**src/rtl/tbt_pkg.sv**
```systemverilog
package tbt_pkg;
  localparam int unsigned TW = 32;
  localparam int unsigned CMP_BASE = 8;
  localparam int unsigned IDX_CTRL = 0;
  localparam int unsigned IDX_RELOAD = 1;
  localparam int unsigned IDX_OPND = 2;
  localparam int unsigned IDX_COUNT = 3;
  localparam int unsigned IDX_SAVE = 4;
  localparam int unsigned IDX_SYNC = 5;

  typedef struct packed {
    logic clr;
    logic load;
    logic add;
    logic sub;
  } sync_cmd_t;

  typedef struct packed {
    logic sync_dbg;
    logic sync_en;
    logic cnt_dbg;
    logic cnt_clr;
    logic cnt_en;
  } ctrl_t;

  function automatic logic [TW-1:0] wrap_inc(input logic [TW-1:0] cur,
                                             input logic [TW-1:0] lim);
    return (cur == lim) ? '0 : cur + 1'b1;
  endfunction

  function automatic logic [TW-1:0] sync_step(input logic [TW-1:0] cur,
                                              input logic [TW-1:0] opnd,
                                              input sync_cmd_t cmd,
                                              input logic run);
    if (cmd.clr) return '0;
    if (cmd.load) return opnd;
    if (cmd.add) return cur + opnd;
    if (cmd.sub) return cur - opnd;
    if (run) return cur + 1'b1;
    return cur;
  endfunction
endpackage

```
**src/rtl/tbt_regs.sv**
```systemverilog
module tbt_regs
  import tbt_pkg::*;
#(
  parameter int unsigned NCMP = 4,
  parameter int unsigned AW = 6
) (
  input  logic                     clk,
  input  logic                     rst_n,
  input  logic                     wr,
  input  logic [AW-1:0]            addr,
  input  logic [TW-1:0]            wdata,
  input  logic [TW-1:0]            count,
  input  logic [TW-1:0]            save,
  input  logic [TW-1:0]            sync_time,
  output ctrl_t                    ctrl,
  output logic [TW-1:0]            reload,
  output logic [TW-1:0]            opnd,
  output logic [NCMP-1:0][TW-1:0]  cmp_val,
  output sync_cmd_t                cmd,
  output logic [TW-1:0]            rdata
);
  localparam int unsigned IW = AW - 2;

  logic [IW-1:0] idx;
  logic          unused_addr_bits;
  logic          wr_ctrl;

  assign idx = addr[AW-1:2];
  assign unused_addr_bits = ^addr[1:0];
  assign wr_ctrl = wr && (idx == IW'(IDX_CTRL));

  assign cmd.clr  = wr_ctrl && wdata[28];
  assign cmd.load = wr_ctrl && wdata[29];
  assign cmd.add  = wr_ctrl && wdata[31];
  assign cmd.sub  = wr_ctrl && wdata[30];

  always_ff @(posedge clk or negedge rst_n) begin
    if (!rst_n) begin
      ctrl   <= '0;
      reload <= '0;
      opnd   <= '0;
    end else if (wr) begin
      if (idx == IW'(IDX_CTRL)) begin
        ctrl.cnt_en   <= wdata[0];
        ctrl.cnt_clr  <= wdata[1];
        ctrl.cnt_dbg  <= wdata[2];
        ctrl.sync_en  <= wdata[4];
        ctrl.sync_dbg <= wdata[5];
      end
      if (idx == IW'(IDX_RELOAD)) reload <= wdata;
      if (idx == IW'(IDX_OPND)) opnd <= wdata;
    end
  end

  for (genvar i = 0; i < NCMP; i++) begin : g_cmp
    always_ff @(posedge clk or negedge rst_n) begin
      if (!rst_n) cmp_val[i] <= '0;
      else if (wr && idx == IW'(CMP_BASE + i)) cmp_val[i] <= wdata;
    end
  end

  always_comb begin
    rdata = '0;
    case (idx)
      IW'(IDX_CTRL): begin
        rdata[0] = ctrl.cnt_en;
        rdata[1] = ctrl.cnt_clr;
        rdata[2] = ctrl.cnt_dbg;
        rdata[4] = ctrl.sync_en;
        rdata[5] = ctrl.sync_dbg;
      end
      IW'(IDX_RELOAD): rdata = reload;
      IW'(IDX_OPND):   rdata = opnd;
      IW'(IDX_COUNT):  rdata = count;
      IW'(IDX_SAVE):   rdata = save;
      IW'(IDX_SYNC):   rdata = sync_time;
      default: begin
        for (int j = 0; j < NCMP; j++)
          if (idx == IW'(CMP_BASE + j)) rdata = cmp_val[j];
      end
    endcase
  end
endmodule

```
**src/rtl/tbt_counter.sv**
```systemverilog
module tbt_counter
  import tbt_pkg::*;
#(
  parameter int unsigned NCMP = 4
) (
  input  logic                     clk,
  input  logic                     rst_n,
  input  logic                     en,
  input  logic                     clr,
  input  logic                     dbg_en,
  input  logic                     dbg_halt,
  input  logic [TW-1:0]            reload,
  input  logic [NCMP-1:0][TW-1:0]  cmp_val,
  output logic [TW-1:0]            count,
  output logic [NCMP-1:0]          pulse
);
  logic          cnt_adv;
  logic [TW-1:0] cnt_nxt;

  assign cnt_adv = en && !clr && !(dbg_en && dbg_halt);
  assign cnt_nxt = wrap_inc(count, reload);

  always_ff @(posedge clk or negedge rst_n) begin
    if (!rst_n) count <= '0;
    else if (clr) count <= '0;
    else if (cnt_adv) count <= cnt_nxt;
  end

  for (genvar i = 0; i < NCMP; i++) begin : g_ch
    always_ff @(posedge clk or negedge rst_n) begin
      if (!rst_n) pulse[i] <= 1'b0;
      else pulse[i] <= cnt_adv && (cnt_nxt == cmp_val[i]);
    end


    cmp_match_chk: assert property (@(posedge clk) disable iff (!rst_n)
      pulse[i] |-> (count == $past(cmp_val[i])));
  end


  cnt_wrap_chk: assert property (@(posedge clk) disable iff (!rst_n)
    (cnt_adv && count == reload) |=> (count == '0));


  cnt_clr_chk: assert property (@(posedge clk) disable iff (!rst_n)
    clr |=> (count == '0));


  cnt_halt_chk: assert property (@(posedge clk) disable iff (!rst_n)
    (!cnt_adv && !clr) |=> $stable(count));
endmodule

```
**src/rtl/tbt_sync.sv**
```systemverilog
module tbt_sync
  import tbt_pkg::*;
(
  input  logic           clk,
  input  logic           rst_n,
  input  logic           en,
  input  logic           dbg_en,
  input  logic           dbg_halt,
  input  sync_cmd_t      cmd,
  input  logic [TW-1:0]  opnd,
  input  logic           trig_in,
  output logic [TW-1:0]  sync_time,
  output logic [TW-1:0]  save
);
  logic sync_run;
  logic cmd_any;
  logic trig_q;
  logic trig_rise;

  assign sync_run  = en && !(dbg_en && dbg_halt);
  assign cmd_any   = cmd.clr || cmd.load || cmd.add || cmd.sub;
  assign trig_rise = trig_in && !trig_q;

  always_ff @(posedge clk or negedge rst_n) begin
    if (!rst_n) sync_time <= '0;
    else sync_time <= sync_step(sync_time, opnd, cmd, sync_run);
  end

  always_ff @(posedge clk or negedge rst_n) begin
    if (!rst_n) begin
      trig_q <= 1'b0;
      save   <= '0;
    end else begin
      trig_q <= trig_in;
      if (trig_rise) save <= sync_time;
    end
  end


  sync_clr_chk: assert property (@(posedge clk) disable iff (!rst_n)
    cmd.clr |=> (sync_time == '0));


  sync_idle_chk: assert property (@(posedge clk) disable iff (!rst_n)
    (!cmd_any && !sync_run) |=> $stable(sync_time));


  trig_cap_chk: assert property (@(posedge clk) disable iff (!rst_n)
    trig_rise |=> (save == $past(sync_time)));


  trig_hold_chk: assert property (@(posedge clk) disable iff (!rst_n)
    !trig_rise |=> $stable(save));
endmodule

```
**src/rtl/timebase_timer.sv**
```systemverilog
module timebase_timer
  import tbt_pkg::*;
#(
  parameter int unsigned NCMP = 4,
  localparam int unsigned AW = $clog2((CMP_BASE + NCMP) * 4)
) (
  input  logic             clk,
  input  logic             rst_n,
  input  logic             bus_wr,
  input  logic [AW-1:0]    bus_addr,
  input  logic [TW-1:0]    bus_wdata,
  output logic [TW-1:0]    bus_rdata,
  input  logic             dbg_halt,
  input  logic             trig_in,
  output logic [NCMP-1:0]  cmp_pulse
);
  ctrl_t                    ctrl;
  sync_cmd_t                cmd;
  logic [TW-1:0]            reload;
  logic [TW-1:0]            opnd;
  logic [NCMP-1:0][TW-1:0]  cmp_val;
  logic [TW-1:0]            count;
  logic [TW-1:0]            save;
  logic [TW-1:0]            sync_time;

  tbt_regs #(.NCMP(NCMP), .AW(AW)) u_regs (
    .clk(clk), .rst_n(rst_n), .wr(bus_wr), .addr(bus_addr), .wdata(bus_wdata),
    .count(count), .save(save), .sync_time(sync_time), .ctrl(ctrl),
    .reload(reload), .opnd(opnd), .cmp_val(cmp_val), .cmd(cmd), .rdata(bus_rdata)
  );

  tbt_counter #(.NCMP(NCMP)) u_cnt (
    .clk(clk), .rst_n(rst_n), .en(ctrl.cnt_en), .clr(ctrl.cnt_clr),
    .dbg_en(ctrl.cnt_dbg), .dbg_halt(dbg_halt), .reload(reload),
    .cmp_val(cmp_val), .count(count), .pulse(cmp_pulse)
  );

  tbt_sync u_sync (
    .clk(clk), .rst_n(rst_n), .en(ctrl.sync_en), .dbg_en(ctrl.sync_dbg),
    .dbg_halt(dbg_halt), .cmd(cmd), .opnd(opnd), .trig_in(trig_in),
    .sync_time(sync_time), .save(save)
  );
endmodule

```
**config.mk**
```make
export PLATFORM = sky130hd
export DESIGN_NAME = timebase_timer
export DESIGN_NICKNAME = d
export VERILOG_FILES = /design/src/rtl/tbt_pkg.sv /design/src/rtl/tbt_regs.sv /design/src/rtl/tbt_counter.sv /design/src/rtl/tbt_sync.sv /design/src/rtl/timebase_timer.sv
export SDC_FILE = /design/constraint.sdc
export NUM_CORES = 1
export LEC_CHECK = 0
export ABC_AREA = 0
export BUFFER_PORTS_ARGS = -buffer_cell sky130_fd_sc_hd__buf_2
export CORE_MARGIN = 5
export CORE_UTILIZATION = 60
export CTS_CLUSTER_DIAMETER = 40
export CTS_CLUSTER_SIZE = 8
export DETAILED_ROUTE_END_ITERATION = 6
export PLACE_DENSITY = 0.89
export SLEW_MARGIN = 20
export SYNTH_ARGS = -nofsm -noshare
export SYNTH_HDL_FRONTEND = slang
export SYNTH_SLANG_ARGS = --single-unit
```
**constraint.sdc**
```tcl
create_clock -name clk -period 9.9 [get_ports clk]
set_clock_uncertainty 0.05 [all_clocks]
set_input_delay 0.99 -clock clk [delete_from_list [all_inputs] [get_ports clk]]
set_output_delay 0.99 -clock clk [all_outputs]
set_load 0.01 [all_outputs]
```
==> metrics <==
most common cell after layout, fill and taps aside=dfrtp_1; critical path cell sequence=buf_2 -> buf_4 -> buf_4 -> nor2b_2 -> buf_4 -> nor3b_4 -> a222oi_1 -> o211ai_1 -> buf_2; Critical Path End Type=primary output; fmax=0.196 GHz; FFs w/ async S/R, synth=100%; Req. time, crit path=8.86 ns; synthesized area=0.0216 mm^2; global route total overflow=0; Pins Over Slew Limit=0; height of the die=200 um; slowest library cell on the worst path=nor3b_4; WL per Instance=26.3 um; Post-CTS Setup Bufs=0; DIE WIDTH=200 um; sequential share of the synthesized area=34.6%; synthesis-stage register bit count=298; Core Area=0.0356 mm^2; dpl ws=4.68 ns; GPL Wtd Cong=1.09; CP arrival=4.06 ns; highest-count cells in the layout ignoring fill and taps=dfrtp_1, mux2_2, nand2_1, o21ai_0, a21oi_1; Routed Antenna Nets=0; routed wire length=73900 um; Post-DP Area=0.0220 mm^2; vias in the first global route=19687; largest delay contributor family on the critical path=buffers and inverters; syn_nets=2452; H-tree depth=2; hpwl dp=52600 um; # IOs=79; Fin Hold WS=0.428 ns; Fin Setup TNS=0 ns; total number of vias=20475; CTS tree=done; Cell Pwr Density=244 mW/mm^2; Initial Util=60.7%; RSZ-0062 raised after global routing=false; status=complete, but fails checks; initial antenna violation count=1; final worst setup slack=4.80 ns; crit path max fanout=35; hold_buf cts=0; Cell variety after synth=84; Static Leak=9.78 nW; Rel. slew slack=22.6%; CTS Sinks=298; Max Cap Viol=0; EDFF count, synth=0; die area=0.0399 mm^2; Tot GR Track Use=36.4%; Most Frequent Cell on Critical Path=buf_4; Gate Count Post-Synth=2343; IO buf count=76; number of DRC markers in iteration 0=3387; final hold violation count=0; # rows=69; post-CTS sizing=0; routed vias/inst=7.29; Synth Area per Inst=9.21 um^2; nets=2442; Num CTS Buffers=48; final setup vio count=0; period utilization=51.5%; Final Util=65.9%; failing checks=design-rule violations; Area Overhead vs Synth=8.58%; TritonRoute pass-1 iters=7; global-route wire length before repair=114000 um; Slew @ Worst Pin=1.16 ns; minimum clock period=5.10 ns; Crit Path Class=input pin to primary output; clock slew at reported path FFs=0.05 ns; Worst setup SP type=input pin; Ys Warns=0; DRC Markers=7; fin area=0.0234 mm^2; largest net degree at the start of global routing=105; WP buf/inv=5; diode count=0; CTS max path bufs=3; Worst path max stage delay=0.79 ns; min-delay worst type=input pin to asynchronous set/reset pin; clock latency on the worst-skew pair=0.55 ns; dominant synthesized flop cell=dfrtp_1; share of cells above drive strength 1=19.1%; CTS root buf=clkbuf_16; Worst IR Drop VDD=0.150 mV
## metrics by stage
step / instances / power, W
after floorplan: 2343 / 0.00342
after global placement: 2744 / 0.00405
after detailed placement: 2744 / 0.00414
after CTS: 2810 / 0.00563
after global routing: 2810 / 0.00599
final: 2810 / 0.00573
## synthesized netlist by cell type (18+ instances only)
cell | count | area (um^2)
a211oi_1 | 27 | 203
a21o_1 | 18 | 135
a21oi_1 | 161 | 806
a222oi_1 | 35 | 350
a22oi_1 | 29 | 218
a31oi_1 | 34 | 213
buf_1 | 24 | 90.1
clkbuf_1 | 116 | 435
dfrtp_1 | 298 | 7460
ha_1 | 64 | 801
inv_1 | 71 | 267
mux2_2 | 228 | 2570
mux2i_1 | 31 | 310
nand2_1 | 179 | 672
nand2b_1 | 19 | 119
nand3_1 | 59 | 295
nand4_1 | 31 | 194
nor2_1 | 142 | 533
nor3_1 | 48 | 240
nor4_1 | 26 | 163
nor4b_1 | 21 | 184
o211ai_1 | 24 | 180
o21ai_0 | 161 | 806
o22ai_1 | 20 | 125
xnor2_1 | 74 | 648
xor2_1 | 103 | 902
## kinds of logic after synthesis
| family | after synthesis | share of synthesized area (%) |
|---|---|---|
| buffers and inverters | 243 | 4.96 |
| XOR/XNOR | 177 | 7.19 |
| adder cells (fa/ha/maj) | 66 | 3.90 |
| multiplexers | 268 | 14.3 |
| AND/OR/NAND/NOR | 627 | 14.7 |
| flip-flops | 298 | 34.6 |
| AO/OA/AOI/OAI | 664 | 20.4 |
## report_power, final
part,switching [W],internal [W]
logic,0.00135,0.000928
registers,0.000459,0.00151
clock network,0.000555,0.000920
## layer usage
| metal | global-route usage (%) | routed length [um] | up-vias |
|---|---|---|---|
| li1 | - | - | 8703 |
| met1 | 47.5 | 26500 | 9807 |
| met2 | 56.1 | 33000 | 1577 |
| met3 | 7.52 | 8760 | 386 |
| met4 | 21.9 | 5580 | 2 |
| met5 | 0 | 13 | - |
## sequential cells by signal, summed over array words and instances (netlist names)
register	cells
u_regs.reload	32
u_cnt.count	32
u_regs.cmp_val	128
u_sync.trig_q	1
u_regs.ctrl	5
u_sync.sync_time	32
u_cnt.pulse	4
u_regs.opnd	32
u_sync.save	32
## worst paths after layout
kind / start / endpoint / slack, ns / depth (start not counted)
max: bus_addr[3] / bus_rdata[18] / 4.80 / 9
min: rst_n / u_regs.cmp_val[70] / 0.43 / 1
max reg2reg: u_cnt.count[2] / u_cnt.pulse[3] / 4.83 / 9
min reg2reg: u_sync.save[1] / u_sync.save[1] / 0.45 / 2
max in group asynchronous: rst_n / u_sync.sync_time[28] / 7.14 / 3
min in group clk: u_sync.save[1] / u_sync.save[1] / 0.45 / 2
## cell type report
| type | count | area [um^2] |
|---|---|---|
| Clock inverter | 8 | 77.6 |
| Inverter | 72 | 270 |
| Tap cell | 461 | 577 |
| Multi-Input combinational cell | 1802 | 13100 |
| Fill cell | 2677 | 12100 |
| Clock buffer | 58 | 1280 |
| Sequential cell | 298 | 7460 |
| Timing Repair Buffer | 111 | 656 |
Power figures use the tool's default switching activity.
